===== config.mk =====
export PLATFORM = sky130hd
export DESIGN_NAME = crdma_chan
export DESIGN_NICKNAME = d
export VERILOG_FILES = /design/src/rtl/crdma_pkg.sv /design/src/rtl/crdma_desc_decode.sv /design/src/rtl/crdma_ring_ptr.sv /design/src/rtl/crdma_xfer_cnt.sv /design/src/rtl/crdma_chan.sv
export SDC_FILE = /design/constraint.sdc
export NUM_CORES = 1
export LEC_CHECK = 0
export CELL_PAD_IN_SITES_DETAIL_PLACEMENT = 2
export CELL_PAD_IN_SITES_GLOBAL_PLACEMENT = 2
export CORE_ASPECT_RATIO = 0.9
export CORE_MARGIN = 3
export CORE_UTILIZATION = 31
export CTS_CLUSTER_SIZE = 8
export DETAILED_ROUTE_END_ITERATION = 8
export GPL_TIMING_DRIVEN = 0
export PLACE_DENSITY_LB_ADDON = 0.1
export RECOVER_POWER = 100
export SLEW_MARGIN = 30
export SYNTH_ARGS = -nofsm -noshare
export SYNTH_HDL_FRONTEND = slang
export SYNTH_SLANG_ARGS = --single-unit

===== constraint.sdc =====
create_clock -name clk -period 7.12 [get_ports clk]
set_input_delay 1.424 -clock clk [delete_from_list [all_inputs] [get_ports clk]]
set_output_delay 1.424 -clock clk [all_outputs]
set_load 0.1 [all_outputs]

===== src/rtl/crdma_pkg.sv =====
// Shared constants and state type for the descriptor ring channel.
// Assumes a 32-bit memory word and a two-word descriptor layout.
package crdma_pkg;

    localparam int WORD_W      = 32;
    localparam int DESC_F_BIT  = 31;   // full flag
    localparam int DESC_W_BIT  = 30;   // wrap to ring base
    localparam int DESC_K_BIT  = 29;   // 1 = key buffer, 0 = data buffer

    typedef enum logic [2:0] {
        S_IDLE,
        S_RD0,
        S_RD1,
        S_CHK,
        S_BRD,
        S_BOUT,
        S_WB
    } chan_state_e;

endpackage


===== src/rtl/crdma_desc_decode.sv =====
// Combinational decode of a descriptor control word.
// Assumes the caller hands over the field bits already sliced out.
module crdma_desc_decode #(
    parameter int LW = 16
) (
    input  logic          full_bit,
    input  logic          wrap_bit,
    input  logic          key_bit,
    input  logic [LW-1:0] byte_len,
    input  logic          key_loaded,
    output logic          full,
    output logic          wrap,
    output logic          is_key,
    output logic [LW-3:0] nwords,
    output logic          len_bad,
    output logic          order_bad
);

    // field extraction and legality checks
    always_comb begin
        full      = full_bit;
        wrap      = wrap_bit;
        is_key    = key_bit;
        nwords    = byte_len[LW-1:2];
        len_bad   = !key_bit && (byte_len[3:0] != 4'd0);
        order_bad = !key_bit && !key_loaded;
    end

endmodule


===== src/rtl/crdma_ring_ptr.sv =====
// Descriptor fetch pointer: loads the ring base on reset and on wrap,
// otherwise steps by one two-word descriptor. Holds while parked.
module crdma_ring_ptr #(
    parameter int AW = 12
) (
    input  logic          clk,
    input  logic          rst_n,
    input  logic [AW-1:0] base,
    input  logic          advance,
    input  logic          wrap,
    output logic [AW-1:0] ptr
);

    localparam logic [AW-1:0] DESC_STEP = AW'(2);

    // pointer register update
    always_ff @(posedge clk) begin
        if (!rst_n)
            ptr <= base;
        else if (advance)
            ptr <= wrap ? base : ptr + DESC_STEP;
    end

    AST_PTR_STEP: assert property (@(posedge clk) disable iff (!rst_n)
        (advance && !wrap) |=> (ptr == $past(ptr) + DESC_STEP));
    AST_PTR_WRAP: assert property (@(posedge clk) disable iff (!rst_n)
        (advance && wrap) |=> (ptr == $past(base)));
    AST_PTR_HOLD: assert property (@(posedge clk) disable iff (!rst_n)
        !advance |=> $stable(ptr));

endmodule


===== src/rtl/crdma_xfer_cnt.sv =====
// Word index within the current buffer, with end-of-buffer and
// end-of-block flags. Assumes clr and inc are never high together.
module crdma_xfer_cnt #(
    parameter int NW = 14
) (
    input  logic          clk,
    input  logic          rst_n,
    input  logic          clr,
    input  logic          inc,
    input  logic [NW-1:0] nwords,
    output logic [NW-1:0] idx,
    output logic          done,
    output logic          last,
    output logic          blk_end
);

    localparam logic [NW-1:0] ONE = NW'(1);

    // index register
    always_ff @(posedge clk) begin
        if (!rst_n)
            idx <= '0;
        else if (clr)
            idx <= '0;
        else if (inc)
            idx <= idx + ONE;
    end

    // position flags
    always_comb begin
        done    = (idx == nwords);
        last    = (idx == nwords - ONE);
        blk_end = &idx[1:0];
    end

    AST_CNT_BOUNDED: assert property (@(posedge clk) disable iff (!rst_n)
        inc |-> !done);
    AST_CNT_EXCL: assert property (@(posedge clk) disable iff (!rst_n)
        !(clr && inc));

endmodule


===== src/rtl/crdma_chan.sv =====
// Descriptor ring channel feeding an ECB block cipher engine.
// Fetches two-word descriptors, streams key or data buffers, writes back
// the control word with the full flag cleared and parks on empty or bad
// descriptors until ce_wr. Assumes a memory with one-cycle read latency
// whose read data holds while no request is made.
module crdma_chan
    import crdma_pkg::*;
#(
    parameter int AW = 12,
    parameter int LW = 16
) (
    input  logic              clk,
    input  logic              rst_n,
    input  logic [AW-1:0]     ring_base,
    input  logic              ce_wr,
    output logic              chan_active,
    output logic              err_len,
    output logic              err_order,
    output logic              mem_req,
    output logic              mem_we,
    output logic [AW-1:0]     mem_addr,
    output logic [WORD_W-1:0] mem_wdata,
    input  logic [WORD_W-1:0] mem_rdata,
    output logic              key_valid,
    input  logic              key_ready,
    output logic              key_last,
    output logic              dat_valid,
    input  logic              dat_ready,
    output logic              dat_blk_end,
    output logic [WORD_W-1:0] xfer_word
);

    localparam int NW = LW - 2;

    chan_state_e       state_q, state_d;
    logic [AW-1:0]     ptr_q, buf_addr_q;
    logic [WORD_W-1:0] ctl_q, ctl_src, wb_word;
    logic              key_loaded_q, err_len_q, err_order_q;
    logic              dec_full, dec_wrap, dec_key, dec_len_bad, dec_order_bad;
    logic [NW-1:0]     dec_nwords, idx;
    logic              cnt_clr, cnt_inc, cnt_done, cnt_last, cnt_blk_end;
    logic              ptr_adv, park, xfer_ready, in_bout;

    // control word under inspection: live read data while checking, else stored copy
    always_comb begin
        ctl_src = (state_q == S_CHK) ? mem_rdata : ctl_q;
    end

    crdma_desc_decode #(.LW(LW)) u_dec (
        .full_bit   (ctl_src[DESC_F_BIT]),
        .wrap_bit   (ctl_src[DESC_W_BIT]),
        .key_bit    (ctl_src[DESC_K_BIT]),
        .byte_len   (ctl_src[LW-1:0]),
        .key_loaded (key_loaded_q),
        .full       (dec_full),
        .wrap       (dec_wrap),
        .is_key     (dec_key),
        .nwords     (dec_nwords),
        .len_bad    (dec_len_bad),
        .order_bad  (dec_order_bad)
    );

    crdma_ring_ptr #(.AW(AW)) u_ptr (
        .clk     (clk),
        .rst_n   (rst_n),
        .base    (ring_base),
        .advance (ptr_adv),
        .wrap    (dec_wrap),
        .ptr     (ptr_q)
    );

    crdma_xfer_cnt #(.NW(NW)) u_cnt (
        .clk     (clk),
        .rst_n   (rst_n),
        .clr     (cnt_clr),
        .inc     (cnt_inc),
        .nwords  (dec_nwords),
        .idx     (idx),
        .done    (cnt_done),
        .last    (cnt_last),
        .blk_end (cnt_blk_end)
    );

    // handshake towards the cipher engine
    always_comb begin
        in_bout     = (state_q == S_BOUT);
        key_valid   = in_bout && dec_key;
        dat_valid   = in_bout && !dec_key;
        key_last    = key_valid && cnt_last;
        dat_blk_end = dat_valid && cnt_blk_end;
        xfer_word   = mem_rdata;
        xfer_ready  = dec_key ? key_ready : dat_ready;
    end

    // next-state logic and strobes
    always_comb begin
        state_d = state_q;
        park    = 1'b0;
        cnt_clr = 1'b0;
        cnt_inc = 1'b0;
        ptr_adv = 1'b0;
        case (state_q)
            S_IDLE: if (ce_wr) state_d = S_RD0;
            S_RD0:  state_d = S_RD1;
            S_RD1:  state_d = S_CHK;
            S_CHK: begin
                if (!dec_full || dec_order_bad || dec_len_bad) begin
                    park    = 1'b1;
                    state_d = ce_wr ? S_RD0 : S_IDLE;
                end else begin
                    cnt_clr = 1'b1;
                    state_d = S_BRD;
                end
            end
            S_BRD:  state_d = cnt_done ? S_WB : S_BOUT;
            S_BOUT: begin
                if (xfer_ready) begin
                    cnt_inc = 1'b1;
                    state_d = S_BRD;
                end
            end
            S_WB: begin
                ptr_adv = 1'b1;
                state_d = S_RD0;
            end
            default: state_d = S_IDLE;
        endcase
    end

    // write-back word: stored control word with the full flag dropped
    always_comb begin
        wb_word             = ctl_q;
        wb_word[DESC_F_BIT] = 1'b0;
    end

    // memory port drive
    always_comb begin
        mem_req   = 1'b0;
        mem_we    = 1'b0;
        mem_addr  = '0;
        mem_wdata = wb_word;
        case (state_q)
            S_RD0: begin
                mem_req  = 1'b1;
                mem_addr = ptr_q;
            end
            S_RD1: begin
                mem_req  = 1'b1;
                mem_addr = ptr_q + AW'(1);
            end
            S_BRD: begin
                mem_req  = !cnt_done;
                mem_addr = buf_addr_q + AW'(idx);
            end
            S_WB: begin
                mem_req  = 1'b1;
                mem_we   = 1'b1;
                mem_addr = ptr_q + AW'(1);
            end
            default: ;
        endcase
    end

    // state, captured descriptor and sticky flags
    always_ff @(posedge clk) begin
        if (!rst_n) begin
            state_q      <= S_IDLE;
            buf_addr_q   <= '0;
            ctl_q        <= '0;
            key_loaded_q <= 1'b0;
            err_len_q    <= 1'b0;
            err_order_q  <= 1'b0;
        end else begin
            state_q <= state_d;
            if (state_q == S_RD1)
                buf_addr_q <= mem_rdata[AW-1:0];
            if (state_q == S_CHK)
                ctl_q <= mem_rdata;
            if (state_q == S_WB && dec_key)
                key_loaded_q <= 1'b1;
            if (state_q == S_IDLE && ce_wr) begin
                err_len_q   <= 1'b0;
                err_order_q <= 1'b0;
            end else if (state_q == S_CHK && dec_full) begin
                if (dec_order_bad)
                    err_order_q <= 1'b1;
                else if (dec_len_bad)
                    err_len_q <= 1'b1;
            end
        end
    end

    // status read-back
    always_comb begin
        chan_active = (state_q != S_IDLE);
        err_len     = err_len_q;
        err_order   = err_order_q;
    end

    AST_IDLE_QUIET: assert property (@(posedge clk) disable iff (!rst_n)
        !chan_active |-> (!mem_req && !key_valid && !dat_valid));
    AST_PARK_ON_EMPTY: assert property (@(posedge clk) disable iff (!rst_n)
        (state_q == S_CHK && !dec_full && !ce_wr) |=> (!chan_active && !mem_req));
    AST_KEY_FIRST: assert property (@(posedge clk) disable iff (!rst_n)
        dat_valid |-> key_loaded_q);
    AST_LEN_PARKS: assert property (@(posedge clk) disable iff (!rst_n)
        (state_q == S_CHK && dec_full && !dec_order_bad && dec_len_bad && !ce_wr)
        |=> (err_len && !chan_active));
    AST_WB_TARGET: assert property (@(posedge clk) disable iff (!rst_n)
        mem_we |-> (mem_addr == ptr_q + AW'(1) && !mem_wdata[DESC_F_BIT]));
    AST_CE_SAME_CYCLE: assert property (@(posedge clk) disable iff (!rst_n)
        (park && ce_wr) |=> (mem_req && !mem_we && mem_addr == ptr_q));
    AST_KEY_HOLD: assert property (@(posedge clk) disable iff (!rst_n)
        (key_valid && !key_ready) |=> (key_valid && $stable(xfer_word)));
    AST_DAT_HOLD: assert property (@(posedge clk) disable iff (!rst_n)
        (dat_valid && !dat_ready) |=> (dat_valid && $stable(xfer_word)));
    AST_ONE_SINK: assert property (@(posedge clk) disable iff (!rst_n)
        !(key_valid && dat_valid));

endmodule


==> reports/results.ini <==
[cells_and_area]
n_antenna_cell=0
fill_cells=1866
nets=851
area_growth_pct=35.99
drive_gt1_frac=0.1176
stdcell_area_um2=7092

[timing]
clock_skew_ps=9.603
hold_viol_final=0
period_share=0.9114
max_slew_margin=0.3193
tns_ps=0
fin_hold_ws_ps=471.4
period_needed_ps=6489
tightest_slew_ps=1018
rsz0062_at_grt=false
drv_slew=0
setup_ws_ps=630.6
max_freq_ghz=0.1541
final-setup-viol-count=0

[floorplanning]
dieArea_um2=18420
core_area_um2=16300
die_h_um=129.0
io_pins=134
rows=44
initial_core_util=0.3200
die_x_um=142.7

[global_route]
grt_max_degree=15
antenna_found_initial=0
grt_first_pass_wirelength_mm=31.11
grt_pass1_vias=5650
overflow=0
track_usage=0.2158

[synthesis]
async_flop_share=0
synth_top_area_cell=dfxtp_1
ys_seq_area_frac=0.3109
synth_top_area_frac=0.2418
syn_nets=709
synth_common_cells=nand2_1 (75), buf_4 (65), dfxtp_1 (63), o21ai_0 (54), nor2_1 (42)
syn_area_um2=5215
yosysMostFrequentCell=nand2_1
yosysWarnings=0
synth_edf_count=12
synthCells=644
ys_ff_latch=75
avgSynthCellArea_um2=8.098
synth_cell_type_count=60
synthTopCellsByArea=dfxtp_1 (24%), buf_4 (9.4%), edfxtp_1 (6.9%)
synth_flop_cell=dfxtp_1

[detailed_routing]
drtPass1Iterations=4
drc=0
wl_per_cell_um=19.53
ant_nets=0
via_per_inst=5.159
wl_mm=19.49
drt_iter0_drc=192
vias=5149

[run]
max_cap_violations=0

[cts]
cts.clk_slew.worst_paths_ps=60
htreeDepth=3
clockBufferDepth=2
cts_resized=0
hold_buffers=0
insertion_delay_ps=350
clockRootBuffer=clkbuf_16
numCtsBuffers=9
cts_tree=built
post_cts_buffers=0
cts.sinks=75

[place]
io_buffers=131
pre_cts_slack_ps=736.4
gp_congestion=0.7888
placed_area_um2=6785
hpwl_mm=15.45

[power_and_ir_drop]
vdd_drop_max_mv=0.1314
power.density_nw_per_um2=200.9
leakage_nw=2.968

[worst_setup_path]
crit_fanout=8
path_buf_inv=2
cp.required_ps=5700
cp_cell_sequence=dlygate4sd3_1 > mux2i_1 > ha_1 > o211ai_1 > xnor2_1 > nor4bb_1 > and3_1 > o2111a_1 > dlygate4sd3_1
crit_path_max_incr_delay_ps=1200
cp_top_family=buffers and inverters
cpMostUsedCell=dlygate4sd3_1
worst_setup_path_start_kind=input pin
worstPathArrival_ps=5070
critical_path_class=in -> out
setup.worst_path.end_class=output pin
cpMaxStageDelayCell=dlygate4sd3_1

[min_path]
hold_path_class=reg -> reg

[outcome]
status=complete, no violations

-- placed cells by master (no fill, tap or decap), types with 3 or more instances in the layout --
| cell type | netlist | routed |
|---|---|---|
| xor2_1 | 24 | 24 |
| a31oi_1 | 6 | 6 |
| nor2_1 | 42 | 42 |
| clkbuf_16 | 0 | 9 |
| and3_1 | 16 | 16 |
| nor4_1 | 3 | 3 |
| o21ai_0 | 54 | 54 |
| mux2i_1 | 17 | 17 |
| or3_1 | 11 | 11 |
| nand2_1 | 75 | 75 |
| clkbuf_1 | 23 | 27 |
| xnor2_1 | 28 | 28 |
| a21boi_0 | 26 | 26 |
| dlygate4sd3_1 | 0 | 86 |
| clkdlybuf4s50_1 | 0 | 45 |
| o211ai_1 | 6 | 6 |
| edfxtp_1 | 12 | 12 |
| nand3_1 | 14 | 14 |
| buf_2 | 6 | 5 |
| nand4_1 | 10 | 10 |
| a21oi_1 | 17 | 17 |
| inv_1 | 12 | 12 |
| ha_1 | 15 | 15 |
| a211oi_1 | 4 | 4 |
| buf_4 | 65 | 64 |
| nor3_1 | 12 | 13 |
| o21a_1 | 3 | 3 |
| nor2b_1 | 24 | 24 |
| and2_1 | 5 | 3 |
| a21o_1 | 3 | 3 |
| nand2b_1 | 7 | 7 |
| a22oi_1 | 3 | 3 |
| dfxtp_1 | 63 | 63 |
-- cells by family after synthesis --
| kind of cell | synth area share |
|---|---|
| AOI/OAI and AO/OA | 0.1763 |
| xor gates and xnor gates | 0.08733 |
| adders and majority gates | 0.03983 |
| buffers and inverters | 0.1269 |
| DFF | 0.3109 |
| muxes | 0.03695 |
| other | 0.0007191 |
| and+or+nand+nor | 0.2210 |
-- path summary, 6_finish.rpt --
check | cells after the start | startpoint | to | slack, ps
max reg2reg | 11 | state_q[0] | u_cnt.idx[10] | 3080
max | 9 | mem_rdata[3] | key_last | 630
min | 2 | ctl_q[23] | ctl_q[23] | 470
min reg2reg | 2 | ctl_q[23] | ctl_q[23] | 470
-- power by group --
part           internal [mW]  switching [mW]
Combinational          0.131           0.317
Clock                  0.309           0.202
Sequential             0.449          0.0168
-- worst register-to-register path, stage by stage, from the launching register on --
cell and delay (ps):
dfxtp_1 300, clkbuf_1 220, nand3b_1 140, buf_2 320, buf_2 340, mux2i_1 340, ha_1 450, o21ai_0 220
o21ba_1 240, o21ai_0 770, clkbuf_1 470, nor2_1 110
-- per-layer routing --
layer / track usage / wire length, um
met4: 0.05366 / 361
met1: 0.2728 / 8521
met2: 0.3793 / 9864
met3: 0.04207 / 743
met5: 0 / 0
-- flip-flops by register name, summed over array words and instances (netlist names) --
register      count
ctl_q            31
u_cnt.idx        14
buf_addr_q       12
u_ptr.ptr        12
state_q           3
err_len           1
err_order         1
key_loaded_q      1
-- stage by stage --
stage,power (mW),utilization,cells
2_1_floorplan,0.7991,-,644
3_3_place_gp,0.9230,0.4164,982
3_5_place_dp,0.9338,0.4164,982
4_1_cts,1.448,0.4363,998
5_1_grt,1.485,0.4352,998
6_report,1.425,0.4352,998
-- layout make-up --
type	instances	area, um2	share of cell area
clock buffer	9	225.2	0.03176
timing repair buffer	131	1311	0.1849
sequential	75	1622	0.2287
inverter	12	45.04	0.006351
tap	207	259.0	0.03652
buffer	97	610.6	0.08610
multi-input combinational	460	2920	0.4118
clock inverter	7	98.84	0.01394
Power figures use the tool's default switching activity.
